[src/rtl/dly_step_pkg.sv]
package dly_step_pkg;

   localparam int GRADE_N   = 3;
   localparam int LIM_TAP_W = 4;
   localparam int LIM_PI_W  = 3;

   typedef struct packed {
      logic [LIM_TAP_W-1:0] tap_max;
      logic [LIM_TAP_W-1:0] tap_lo;
      logic [LIM_TAP_W-1:0] tap_hi;
      logic [LIM_PI_W-1:0]  pi_lo;
      logic [LIM_PI_W-1:0]  pi_hi;
   } grade_lim_t;

   // index 0: slowest grade, also the fallback for unknown codes
   localparam grade_lim_t GRADE_LIM [GRADE_N] = '{
      '{tap_max: 4'd12, tap_lo: 4'd3, tap_hi: 4'd10, pi_lo: 3'd2, pi_hi: 3'd3},
      '{tap_max: 4'd10, tap_lo: 4'd2, tap_hi: 4'd8,  pi_lo: 3'd6, pi_hi: 3'd7},
      '{tap_max: 4'd13, tap_lo: 4'd3, tap_hi: 4'd11, pi_lo: 3'd6, pi_hi: 3'd4}
   };

endpackage

[src/rtl/dly_speed_table.sv]
module dly_speed_table
   import dly_step_pkg::*;
#(
   parameter int SPD_W = 2,
   parameter int TAP_W = 4,
   parameter int PI_W  = 3
) (
   input  logic [SPD_W-1:0] speed_sel,
   output logic [TAP_W-1:0] tap_max,
   output logic [TAP_W-1:0] th_tap_lo,
   output logic [TAP_W-1:0] th_tap_hi,
   output logic [PI_W-1:0]  th_pi_lo,
   output logic [PI_W-1:0]  th_pi_hi
);

   if (TAP_W < LIM_TAP_W) begin : g_tap_w_bad
      $error("dly_speed_table: TAP_W too narrow for the grade table");
   end
   if (PI_W < LIM_PI_W) begin : g_pi_w_bad
      $error("dly_speed_table: PI_W too narrow for the grade table");
   end

   grade_lim_t sel_lim;

   always_comb begin
      sel_lim = GRADE_LIM[0];
      for (int g = 1; g < GRADE_N; g++) begin
         if (int'(speed_sel) == g) sel_lim = GRADE_LIM[g];
      end
   end

   assign tap_max   = TAP_W'(sel_lim.tap_max);
   assign th_tap_lo = TAP_W'(sel_lim.tap_lo);
   assign th_tap_hi = TAP_W'(sel_lim.tap_hi);
   assign th_pi_lo  = PI_W'(sel_lim.pi_lo);
   assign th_pi_hi  = PI_W'(sel_lim.pi_hi);

endmodule

[src/rtl/dly_step_path.sv]
module dly_step_path #(
   parameter bit DIR_UP  = 1'b1,
   parameter int PI_W    = 3,
   parameter int TAP_W   = 4,
   parameter int CLK_W   = 2,
   parameter int PI_MAX  = 6,
   parameter int CLK_MAX = 2
) (
   input  logic             cur_coarse,
   input  logic [CLK_W-1:0] cur_clk,
   input  logic [TAP_W-1:0] cur_tap,
   input  logic [PI_W-1:0]  cur_pi,
   input  logic [TAP_W-1:0] tap_max,
   output logic             nx_coarse,
   output logic [CLK_W-1:0] nx_clk,
   output logic [TAP_W-1:0] nx_tap,
   output logic [PI_W-1:0]  nx_pi,
   output logic             ok
);

   localparam logic [PI_W-1:0]  PI_TOP  = PI_W'(PI_MAX);
   localparam logic [CLK_W-1:0] CLK_TOP = CLK_W'(CLK_MAX);

   if (DIR_UP) begin : g_up
      always_comb begin
         nx_coarse = cur_coarse;
         nx_clk    = cur_clk;
         nx_tap    = cur_tap;
         nx_pi     = cur_pi;
         ok        = 1'b1;
         if (cur_pi < PI_TOP) begin
            nx_pi = cur_pi + 1'b1;
         end else if (cur_tap < tap_max) begin
            nx_pi  = '0;
            nx_tap = cur_tap + 1'b1;
         end else if (cur_clk < CLK_TOP) begin
            nx_pi  = '0;
            nx_tap = '0;
            nx_clk = cur_clk + 1'b1;
         end else if (!cur_coarse) begin
            // coarse rollover steps the clock-delay field back by one
            nx_pi     = '0;
            nx_tap    = '0;
            nx_clk    = cur_clk - 1'b1;
            nx_coarse = 1'b1;
         end else begin
            ok = 1'b0;
         end
      end
   end else begin : g_dn
      always_comb begin
         nx_coarse = cur_coarse;
         nx_clk    = cur_clk;
         nx_tap    = cur_tap;
         nx_pi     = cur_pi;
         ok        = 1'b1;
         if (cur_pi != '0) begin
            nx_pi = cur_pi - 1'b1;
         end else if (cur_tap != '0) begin
            nx_pi  = PI_TOP;
            nx_tap = cur_tap - 1'b1;
         end else if (cur_clk != '0) begin
            nx_pi  = PI_TOP;
            nx_tap = tap_max;
            nx_clk = cur_clk - 1'b1;
         end else if (cur_coarse) begin
            nx_pi     = PI_TOP;
            nx_tap    = tap_max;
            nx_clk    = cur_clk + 1'b1;
            nx_coarse = 1'b0;
         end else begin
            ok = 1'b0;
         end
      end
   end

endmodule

[src/rtl/dly_boost_decode.sv]
module dly_boost_decode #(
   parameter int TAP_W = 4,
   parameter int PI_W  = 3
) (
   input  logic [TAP_W-1:0] tap,
   input  logic [PI_W-1:0]  pi,
   input  logic [TAP_W-1:0] th_tap_lo,
   input  logic [TAP_W-1:0] th_tap_hi,
   input  logic [PI_W-1:0]  th_pi_lo,
   input  logic [PI_W-1:0]  th_pi_hi,
   output logic             en,
   output logic             sel
);

   logic below_lo, below_hi;

   assign below_lo = (tap < th_tap_lo) || ((tap == th_tap_lo) && (pi < th_pi_lo));
   assign below_hi = (tap < th_tap_hi) || ((tap == th_tap_hi) && (pi < th_pi_hi));

   always_comb begin
      if (below_lo) begin
         en  = 1'b1;
         sel = 1'b1;
      end else if (below_hi) begin
         en  = 1'b0;
         sel = 1'b0;
      end else begin
         en  = 1'b1;
         sel = 1'b0;
      end
   end

endmodule

[src/rtl/dly_code_stepper.sv]
module dly_code_stepper #(
   parameter int SPD_W   = 2,
   parameter int PI_W    = 3,
   parameter int TAP_W   = 4,
   parameter int CLK_W   = 2,
   parameter int PI_MAX  = 6,
   parameter int CLK_MAX = 2
) (
   input  logic             clk,
   input  logic             rst_n,
   input  logic [SPD_W-1:0] speed_sel,
   input  logic             step_up,
   input  logic             step_dn,
   input  logic             load_stb,
   input  logic             load_coarse,
   input  logic [CLK_W-1:0] load_clk,
   input  logic [TAP_W-1:0] load_tap,
   input  logic [PI_W-1:0]  load_pi,
   output logic             out_coarse,
   output logic [CLK_W-1:0] out_clk,
   output logic [TAP_W-1:0] out_tap,
   output logic [PI_W-1:0]  out_pi,
   output logic             boost_en,
   output logic             boost_sel,
   output logic             step_err,
   output logic             proto_err
);

   if (PI_MAX >= (1 << PI_W)) begin : g_pi_bad
      $error("dly_code_stepper: PI_MAX does not fit PI_W");
   end
   if (CLK_MAX >= (1 << CLK_W) || CLK_MAX < 1) begin : g_clk_bad
      $error("dly_code_stepper: CLK_MAX out of range for CLK_W");
   end
   if (SPD_W < 2) begin : g_spd_bad
      $error("dly_code_stepper: SPD_W must cover three grades");
   end

   logic [TAP_W-1:0] tap_max, th_tap_lo, th_tap_hi;
   logic [PI_W-1:0]  th_pi_lo, th_pi_hi;

   dly_speed_table #(.SPD_W(SPD_W), .TAP_W(TAP_W), .PI_W(PI_W)) u_tab (
      .speed_sel (speed_sel),
      .tap_max   (tap_max),
      .th_tap_lo (th_tap_lo),
      .th_tap_hi (th_tap_hi),
      .th_pi_lo  (th_pi_lo),
      .th_pi_hi  (th_pi_hi)
   );

   logic             up_coarse, dn_coarse;
   logic [CLK_W-1:0] up_clk, dn_clk;
   logic [TAP_W-1:0] up_tap, dn_tap;
   logic [PI_W-1:0]  up_pi, dn_pi;
   logic             up_ok, dn_ok;

   dly_step_path #(.DIR_UP(1'b1), .PI_W(PI_W), .TAP_W(TAP_W), .CLK_W(CLK_W),
                   .PI_MAX(PI_MAX), .CLK_MAX(CLK_MAX)) u_up (
      .cur_coarse (out_coarse), .cur_clk (out_clk), .cur_tap (out_tap), .cur_pi (out_pi),
      .tap_max    (tap_max),
      .nx_coarse  (up_coarse), .nx_clk (up_clk), .nx_tap (up_tap), .nx_pi (up_pi),
      .ok         (up_ok)
   );

   dly_step_path #(.DIR_UP(1'b0), .PI_W(PI_W), .TAP_W(TAP_W), .CLK_W(CLK_W),
                   .PI_MAX(PI_MAX), .CLK_MAX(CLK_MAX)) u_dn (
      .cur_coarse (out_coarse), .cur_clk (out_clk), .cur_tap (out_tap), .cur_pi (out_pi),
      .tap_max    (tap_max),
      .nx_coarse  (dn_coarse), .nx_clk (dn_clk), .nx_tap (dn_tap), .nx_pi (dn_pi),
      .ok         (dn_ok)
   );

   // candidate code: load wins, then the single active direction
   logic             do_up, do_dn, clash;
   logic             cand_coarse;
   logic [CLK_W-1:0] cand_clk;
   logic [TAP_W-1:0] cand_tap;
   logic [PI_W-1:0]  cand_pi;
   logic             cand_ok;
   logic             cand_en, cand_sel;

   assign do_up = step_up & ~step_dn & ~load_stb;
   assign do_dn = step_dn & ~step_up & ~load_stb;
   assign clash = step_up & step_dn & ~load_stb;

   always_comb begin
      if (load_stb) begin
         cand_coarse = load_coarse;
         cand_clk    = load_clk;
         cand_tap    = load_tap;
         cand_pi     = load_pi;
         cand_ok     = 1'b1;
      end else if (do_up) begin
         cand_coarse = up_coarse;
         cand_clk    = up_clk;
         cand_tap    = up_tap;
         cand_pi     = up_pi;
         cand_ok     = up_ok;
      end else begin
         cand_coarse = dn_coarse;
         cand_clk    = dn_clk;
         cand_tap    = dn_tap;
         cand_pi     = dn_pi;
         cand_ok     = dn_ok;
      end
   end

   dly_boost_decode #(.TAP_W(TAP_W), .PI_W(PI_W)) u_boost (
      .tap       (cand_tap),
      .pi        (cand_pi),
      .th_tap_lo (th_tap_lo),
      .th_tap_hi (th_tap_hi),
      .th_pi_lo  (th_pi_lo),
      .th_pi_hi  (th_pi_hi),
      .en        (cand_en),
      .sel       (cand_sel)
   );

   logic commit;
   assign commit = load_stb | ((do_up | do_dn) & cand_ok);

   always_ff @(posedge clk or negedge rst_n) begin
      if (!rst_n) begin
         out_coarse <= 1'b0;
         out_clk    <= '0;
         out_tap    <= '0;
         out_pi     <= '0;
         boost_en   <= 1'b1;
         boost_sel  <= 1'b1;
         step_err   <= 1'b0;
         proto_err  <= 1'b0;
      end else begin
         step_err  <= (do_up | do_dn) & ~cand_ok;
         proto_err <= clash;
         if (commit) begin
            out_coarse <= cand_coarse;
            out_clk    <= cand_clk;
            out_tap    <= cand_tap;
            out_pi     <= cand_pi;
            boost_en   <= cand_en;
            boost_sel  <= cand_sel;
         end
      end
   end

endmodule

[config.mk]
export PLATFORM = sky130hd
export DESIGN_NAME = dly_code_stepper
export DESIGN_NICKNAME = d
export VERILOG_FILES = /design/src/rtl/dly_step_pkg.sv /design/src/rtl/dly_speed_table.sv /design/src/rtl/dly_step_path.sv /design/src/rtl/dly_boost_decode.sv /design/src/rtl/dly_code_stepper.sv
export SDC_FILE = /design/constraint.sdc
export NUM_CORES = 1
export LEC_CHECK = 0
export ABC_AREA = 1
export BUFFER_PORTS_ARGS = -buffer_cell sky130_fd_sc_hd__buf_2
export CORE_MARGIN = 3
export CORE_UTILIZATION = 49
export CTS_CLUSTER_DIAMETER = 200
export DETAILED_ROUTE_END_ITERATION = 7
export PLACE_DENSITY = 0.81
export SYNTH_ARGS = -nofsm -noshare
export SYNTH_HDL_FRONTEND = slang
export SYNTH_SLANG_ARGS = --single-unit
[constraint.sdc]
create_clock -name clk -period 7 [get_ports clk]
set_input_delay 0 -clock clk [delete_from_list [all_inputs] [get_ports clk]]
set_output_delay 0 -clock clk [all_outputs]
set_load 0.05 [all_outputs]
* After elaboration in Yosys (flattened, before gate mapping)
Cells that the tools add are included.
Widths: inputs -> output; s select.
** Word-level totals
- Register bits after elaboration :: 14
- Bits of input ports :: 17
- Output and inout port bits :: 14
- Logic and storage cells :: 109
** Cells by class
- Add/subtract/negate cells :: 6
- Order comparisons :: 7
- Equal/unequal tests :: 11
- Multiplexer cells :: 53
- Bitwise operators :: 14
- Reduce and logical (&&, ||, !) cells :: 10
** Operators by type and width (number)
- $mux 4 :: 10
- $mux 17 :: 2
- $mux 3 :: 10
- $mux 1 :: 21
- $mux 2 :: 10
- $ne 3x3->1 const B :: 6
- $reduce_and 7->1 :: 2
- $lt 4x4->1 :: 3
- $and 1x1->1 :: 8
- $eq 4x4->1 :: 2
- $reduce_bool 4->1 :: 2
- $lt 3x3->1 :: 2
- $add 4x1->4 const B :: 1
- $eq 2x2->1 const B :: 2
- $ne 4x3->1 const B :: 1
- $not 1->1 :: 4
- $sub 4x1->4 const B :: 1
- $add 3x1->3 const B :: 1
- $lt 3x3->1 const B :: 1
- $reduce_bool 3->1 :: 1
- $sub 3x1->3 const B :: 1
- $add 2x1->2 const B :: 1
- $logic_and 1x1->1 :: 2
- $logic_or 1x1->1 :: 2
- 4 further kinds :: 5

* Depth between registers and ports, before layout
- Depth after elaboration :: 14
- Mapped depth :: 22
- Depth with buffers taken out :: 22

* Hierarchy
Synthesis repeated with hierarchy kept, for this count alone.
** Unflattened totals
- Cell total of the unflattened synthesis :: 343
- Area total of the unflattened synthesis :: 2124.5 um2
** By module, submodules not included
- dly_code_stepper :: times used 1, cells each 119, area an instance 855.8 um2
- dly_step_path (u_dn) :: times used 1, cells each 72, area an instance 394.1 um2
- dly_step_path (u_up) :: times used 1, cells each 70, area an instance 357.8 um2
- dly_boost_decode :: times used 1, cells each 58, area an instance 342.8 um2
- dly_speed_table :: times used 1, cells each 24, area an instance 173.9 um2

* Worst setup path before layout
No wires, ideal clock.
- Path type :: reg-to-reg
- Start :: reg out_tap[2]
- End :: reg boost_en
- Setup time :: 79 ps
- Arrival :: 2532 ps
- Required time :: 6921 ps
- Slack :: 4389 ps
- Cell stages (with the launch flop) :: 16
- Buffers on the path :: 0
- Clock period less this slack :: 2611 ps
- Cell sequence :: dfrtp_1 -> ha_1 -> nand2_1 -> inv_1 -> nand2_2 -> nand2_4 -> nand2_1 -> nand2_2 -> o2111ai_1 -> a31oi_1 -> ha_1 -> a211o_1 -> nor3_1 -> nand2_1 -> nand3_1 -> nand2_1
** On the way
- Elaborated cells between the ends (all ways) :: 40
- Classes of those cells :: 2 x add/sub; 5 x order compare; 2 x eq/ne; 24 x mux; 2 x bitwise; 5 x reduce/logical
** RTL lines
- start: declaration :: line dly_code_stepper.sv:21 : output logic [TAP_W-1:0] out_tap,
- start signal: assignment :: line dly_code_stepper.sv:138 : out_tap <= cand_tap;
- $lt 4x4->1 / $reduce_bool 4->1 (equally long branches) :: line dly_step_path.sv:33, dly_step_path.sv:59
- $mux 3, on equally long branches :: line dly_step_path.sv:33, dly_step_path.sv:59
- $mux 3, on equally long branches :: line dly_step_path.sv:31, dly_step_path.sv:57
- $mux 3 * :: line dly_code_stepper.sv:93 : end else if (do_up) begin
- $mux 3 * :: line dly_code_stepper.sv:87 : if (load_stb) begin
- named net cand_pi[2] :: line dly_code_stepper.sv:78 : logic [PI_W-1:0] cand_pi;
- $lt 3x3->1 :: line dly_boost_decode.sv:18 : assign below_hi = (tap < th_tap_hi) || ((tap == th_tap_hi) && (pi < th_pi_hi));
- $logic_and 1x1->1 :: line dly_boost_decode.sv:18
- $logic_or 1x1->1 :: line dly_boost_decode.sv:18
- $mux 1 :: line dly_boost_decode.sv:24 : end else if (below_hi) begin
- $mux 1 * :: line dly_boost_decode.sv:21 : if (below_lo) begin
- end signal: assignment :: line dly_code_stepper.sv:140 : boost_en <= cand_en;
- end: declaration :: line dly_code_stepper.sv:23 : output logic boost_en,
The timed path passes the listed nets; every way through them passes the cells marked *.
A chain may end at the register's enable or synchronous reset.

* Worst setup path in the final report
- Start :: reg out_tap[1]
- End :: reg boost_en
Same word-level chain as after synthesis.

==> flow_results.xml <==
<?xml version="1.0" encoding="UTF-8"?>
<metrics>
  <group name="global_route">
    <metric name="groute.layer.met1.usage" unit="">0.308</metric>
    <metric name="grt_antenna_before_repair" unit="">0</metric>
    <metric name="grt_first_pass_wirelength" unit="mm">6.31</metric>
    <metric name="gr-usage-met2" unit="">0.352</metric>
    <metric name="track_usage" unit="">0.222</metric>
    <metric name="use_met3" unit="">0.0269</metric>
    <metric name="grt_max_degree" unit="">15</metric>
    <metric name="grt_overflow_total" unit="">0</metric>
    <metric name="top_usage_layer" unit="">met2</metric>
    <metric name="grt_pass1_vias" unit="">1430</metric>
  </group>
  <group name="drt">
    <metric name="drc_errors" unit="">0</metric>
    <metric name="wirelength" unit="mm">3.94</metric>
    <metric name="routed-via-count" unit="">1610</metric>
    <metric name="avgRoutedWirePerCell" unit="um">12.8</metric>
    <metric name="drtAntennaViolNets" unit="">0</metric>
    <metric name="drt_pre_antenna_iters" unit="">4</metric>
    <metric name="drt-vias-per-instance" unit="">5.23</metric>
    <metric name="detailedRoute.firstIterationViolations" unit="">62</metric>
  </group>
  <group name="cells_and_area">
    <metric name="syn2layout_area_growth" unit="%">15.8</metric>
    <metric name="antenna_cells" unit="">0</metric>
    <metric name="final_core_util" unit="">0.620</metric>
    <metric name="fillers" unit="">259</metric>
    <metric name="layout_common_cells" unit="">66 x nand2_1, 30 x buf_2, 29 x inv_1, 16 x nand3_1, 15 x nor2_1</metric>
    <metric name="final_common_cell" unit="">nand2_1</metric>
    <metric name="post_route_cells_drive_above_1_share" unit="">0.259</metric>
    <metric name="area_of_all_placed_cells_without_fillers" unit="sq mm">0.00178</metric>
    <metric name="post_layout_nonfiller_instances" unit="">308</metric>
    <metric name="final_net_count" unit="">298</metric>
  </group>
  <group name="clock_network">
    <metric name="htree_levels" unit="">1</metric>
    <metric name="cts_repair_resize_count" unit="">0</metric>
    <metric name="clk_latency" unit="ns">0.29</metric>
    <metric name="cts-root-buf" unit="">clkbuf_4</metric>
    <metric name="cts_hold_repair.buffers" unit="">3</metric>
    <metric name="cts_buffers" unit="">3</metric>
    <metric name="cts_setup_buffers" unit="">0</metric>
    <metric name="cts.clk_slew.worst_paths" unit="ns">0.09</metric>
    <metric name="ctsLongestPathBuffers" unit="">2</metric>
    <metric name="numClockSinks" unit="">14</metric>
    <metric name="cts_tree" unit="">done</metric>
  </group>
  <group name="run">
    <metric name="drv_cap" unit="">0</metric>
  </group>
  <group name="critical_path">
    <metric name="critical_path.startpoint_type" unit="">register</metric>
    <metric name="worst-endpoint-arrival" unit="ns">2.74</metric>
    <metric name="largest_fanout_of_any_net_on_the_critical_path" unit="">8</metric>
    <metric name="required_time_at_the_worst_slack_endpoint" unit="ns">7.23</metric>
    <metric name="path_class" unit="">register to register</metric>
    <metric name="worst_setup_path_end_kind" unit="">register</metric>
  </group>
  <group name="status">
    <metric name="outcome" unit="">completed</metric>
  </group>
  <group name="synth">
    <metric name="postSynthCellCount" unit="">231</metric>
    <metric name="netlist_area" unit="sq mm">0.00154</metric>
    <metric name="synthesis.area_per_instance" unit="sq um">6.67</metric>
    <metric name="synth.yosys.warnings" unit="">0</metric>
    <metric name="synth.yosys.seq_area_share" unit="">0.229</metric>
    <metric name="yosys.cell_types.count" unit="">35</metric>
    <metric name="synth_top_area_cell" unit="">dfrtp_1</metric>
    <metric name="postSynthRegisterBits" unit="">14</metric>
    <metric name="synth.top_cell.area_share" unit="">0.195</metric>
    <metric name="synth.area.top_cells" unit="">dfrtp_1 19%, nand2_1 16%, ha_1 11%</metric>
    <metric name="synthesis.nets" unit="">262</metric>
  </group>
  <group name="power_and_ir_drop">
    <metric name="vdd.ir_drop.worst" unit="mV">0.157</metric>
    <metric name="power.leakage" unit="nW">0.973</metric>
    <metric name="powerDensity" unit="mW/mm^2">241</metric>
    <metric name="totalPowerFinal" unit="uW">430</metric>
  </group>
  <group name="floorplan">
    <metric name="boundaryPins" unit="">31</metric>
    <metric name="row_count" unit="">19</metric>
    <metric name="core-area" unit="sq mm">0.00288</metric>
    <metric name="start_util" unit="">0.535</metric>
    <metric name="chipWidth" unit="um">62.1</metric>
    <metric name="chip_height" unit="um">62.1</metric>
    <metric name="die_ar" unit="sq mm">0.00385</metric>
  </group>
  <group name="timing">
    <metric name="setup_total_negative_slack" unit="ns">0</metric>
    <metric name="rsz0062_at_grt" unit="">no</metric>
    <metric name="hold-worst-slack" unit="ns">0.0273</metric>
    <metric name="drv_slew" unit="">0</metric>
    <metric name="fin_skew" unit="ns">0.00172</metric>
    <metric name="finalCriticalPeriod" unit="ns">2.51</metric>
    <metric name="fin_crit_sh" unit="">0.359</metric>
    <metric name="max-slew-margin-rel" unit="">0.723</metric>
    <metric name="worst_pin_slew" unit="ns">0.414</metric>
    <metric name="report.final.hold_viol_count" unit="">0</metric>
    <metric name="setup_ws" unit="ns">4.49</metric>
    <metric name="finalSetupViolations" unit="">0</metric>
    <metric name="timing.fmax" unit="GHz">0.398</metric>
  </group>
  <group name="placement">
    <metric name="placedCellCount" unit="">301</metric>
    <metric name="dp_hpwl" unit="mm">3.03</metric>
    <metric name="port_buffers" unit="">30</metric>
    <metric name="preCtsSetupSlack" unit="ns">4.47</metric>
    <metric name="place.gp.congestion" unit="">0.955</metric>
    <metric name="dpl-instance-area" unit="sq mm">0.00173</metric>
  </group>
  <group name="worst_hold_path">
    <metric name="holdCritPathClass" unit="">primary input to register</metric>
  </group>
</metrics>
[synthesized netlist by cell type, drive strengths merged]
| cell type | n |
|---|---|
| nand2 | 81 |
| inv | 38 |
| o21ai | 19 |
| nand3 | 18 |
| nor2 | 18 |
| ha | 14 |
| dfrtp | 12 |
| a21oi | 5 |
| a31oi | 4 |
| nor3 | 4 |
| dfstp | 2 |
| o2111ai | 2 |
| o211ai | 2 |
| o21bai | 2 |
| xor2 | 2 |
| a211o | 1 |
| and2 | 1 |
| buf | 1 |
| clkbuf | 1 |
| nand4 | 1 |
| o21a | 1 |
| o31ai | 1 |
| or2 | 1 |
[report_power, final]
group / switching, mW / internal, mW
sequential: 0.0229 / 0.0994
clock: 0.0299 / 0.0221
combinational: 0.179 / 0.0763
total: 0.232 / 0.198
[registers in the layout (all words and copies together), names as in the netlist]
name        cells
out_tap         4
out_clk         2
boost_sel       1
out_pi          3
boost_en        1
proto_err       1
step_err        1
out_coarse      1
[critical path, cell delays in order, from the launching register on]
cell	delay, ns
dfrtp_1	0.48
ha_1	0.32
nand2_1	0.05
nand2_1	0.06
nand2_2	0.08
nand2_4	0.09
nand2_1	0.06
nand2_2	0.10
o2111ai_1	0.10
a31oi_1	0.19
ha_1	0.29
a211o_1	0.26
nor3_1	0.18
nand2_1	0.08
nand3_1	0.06
nand2_1	0.05
[area by class of cell]
type	count	area (sq um)	share of cell area
multi-input combinational	177	1030	0.576
inverter	38	145	0.0813
sequential	14	353	0.198
timing repair buffer	33	180	0.101
tap	42	52.6	0.0295
clock buffer	4	26.3	0.0147
[final timing paths]
path	from	endpoint	slack, ns	cells after the start
max	out_tap[1]$_DFFE_PN0N_	boost_en$_DFFE_PN1N_	4.49	15
min	load_clk[1]	out_clk[1]$_DFFE_PN0P_	0.03	5
max reg2reg	out_tap[1]$_DFFE_PN0N_	boost_en$_DFFE_PN1N_	4.49	15
min reg2reg	boost_sel$_DFFE_PN1N_	boost_sel$_DFFE_PN1N_	0.47	2
max in group asynchronous	rst_n	boost_en$_DFFE_PN1N_	6.55	2
min in group asynchronous	rst_n	out_clk[1]$_DFFE_PN0P_	0.15	2
[per-layer routing]
metal | part of all wire | up-vias
met2 | 0.47 | 50
met5 | 0 | -
li1 | - | 814
met3 | 0.042 | 5
met1 | 0.47 | 741
met4 | 0.012 | 0
[kinds of logic after synthesis]
group           after synthesis  share of synthesized area
xor+xnor                      2                     0.0114
fa+ha+maj                    14                      0.114
buf+inv                      40                      0.104
flops                        14                      0.229
simple gates                124                      0.385
compound gates               37                      0.157
Note: power is estimated with default switching activity, not from simulation.
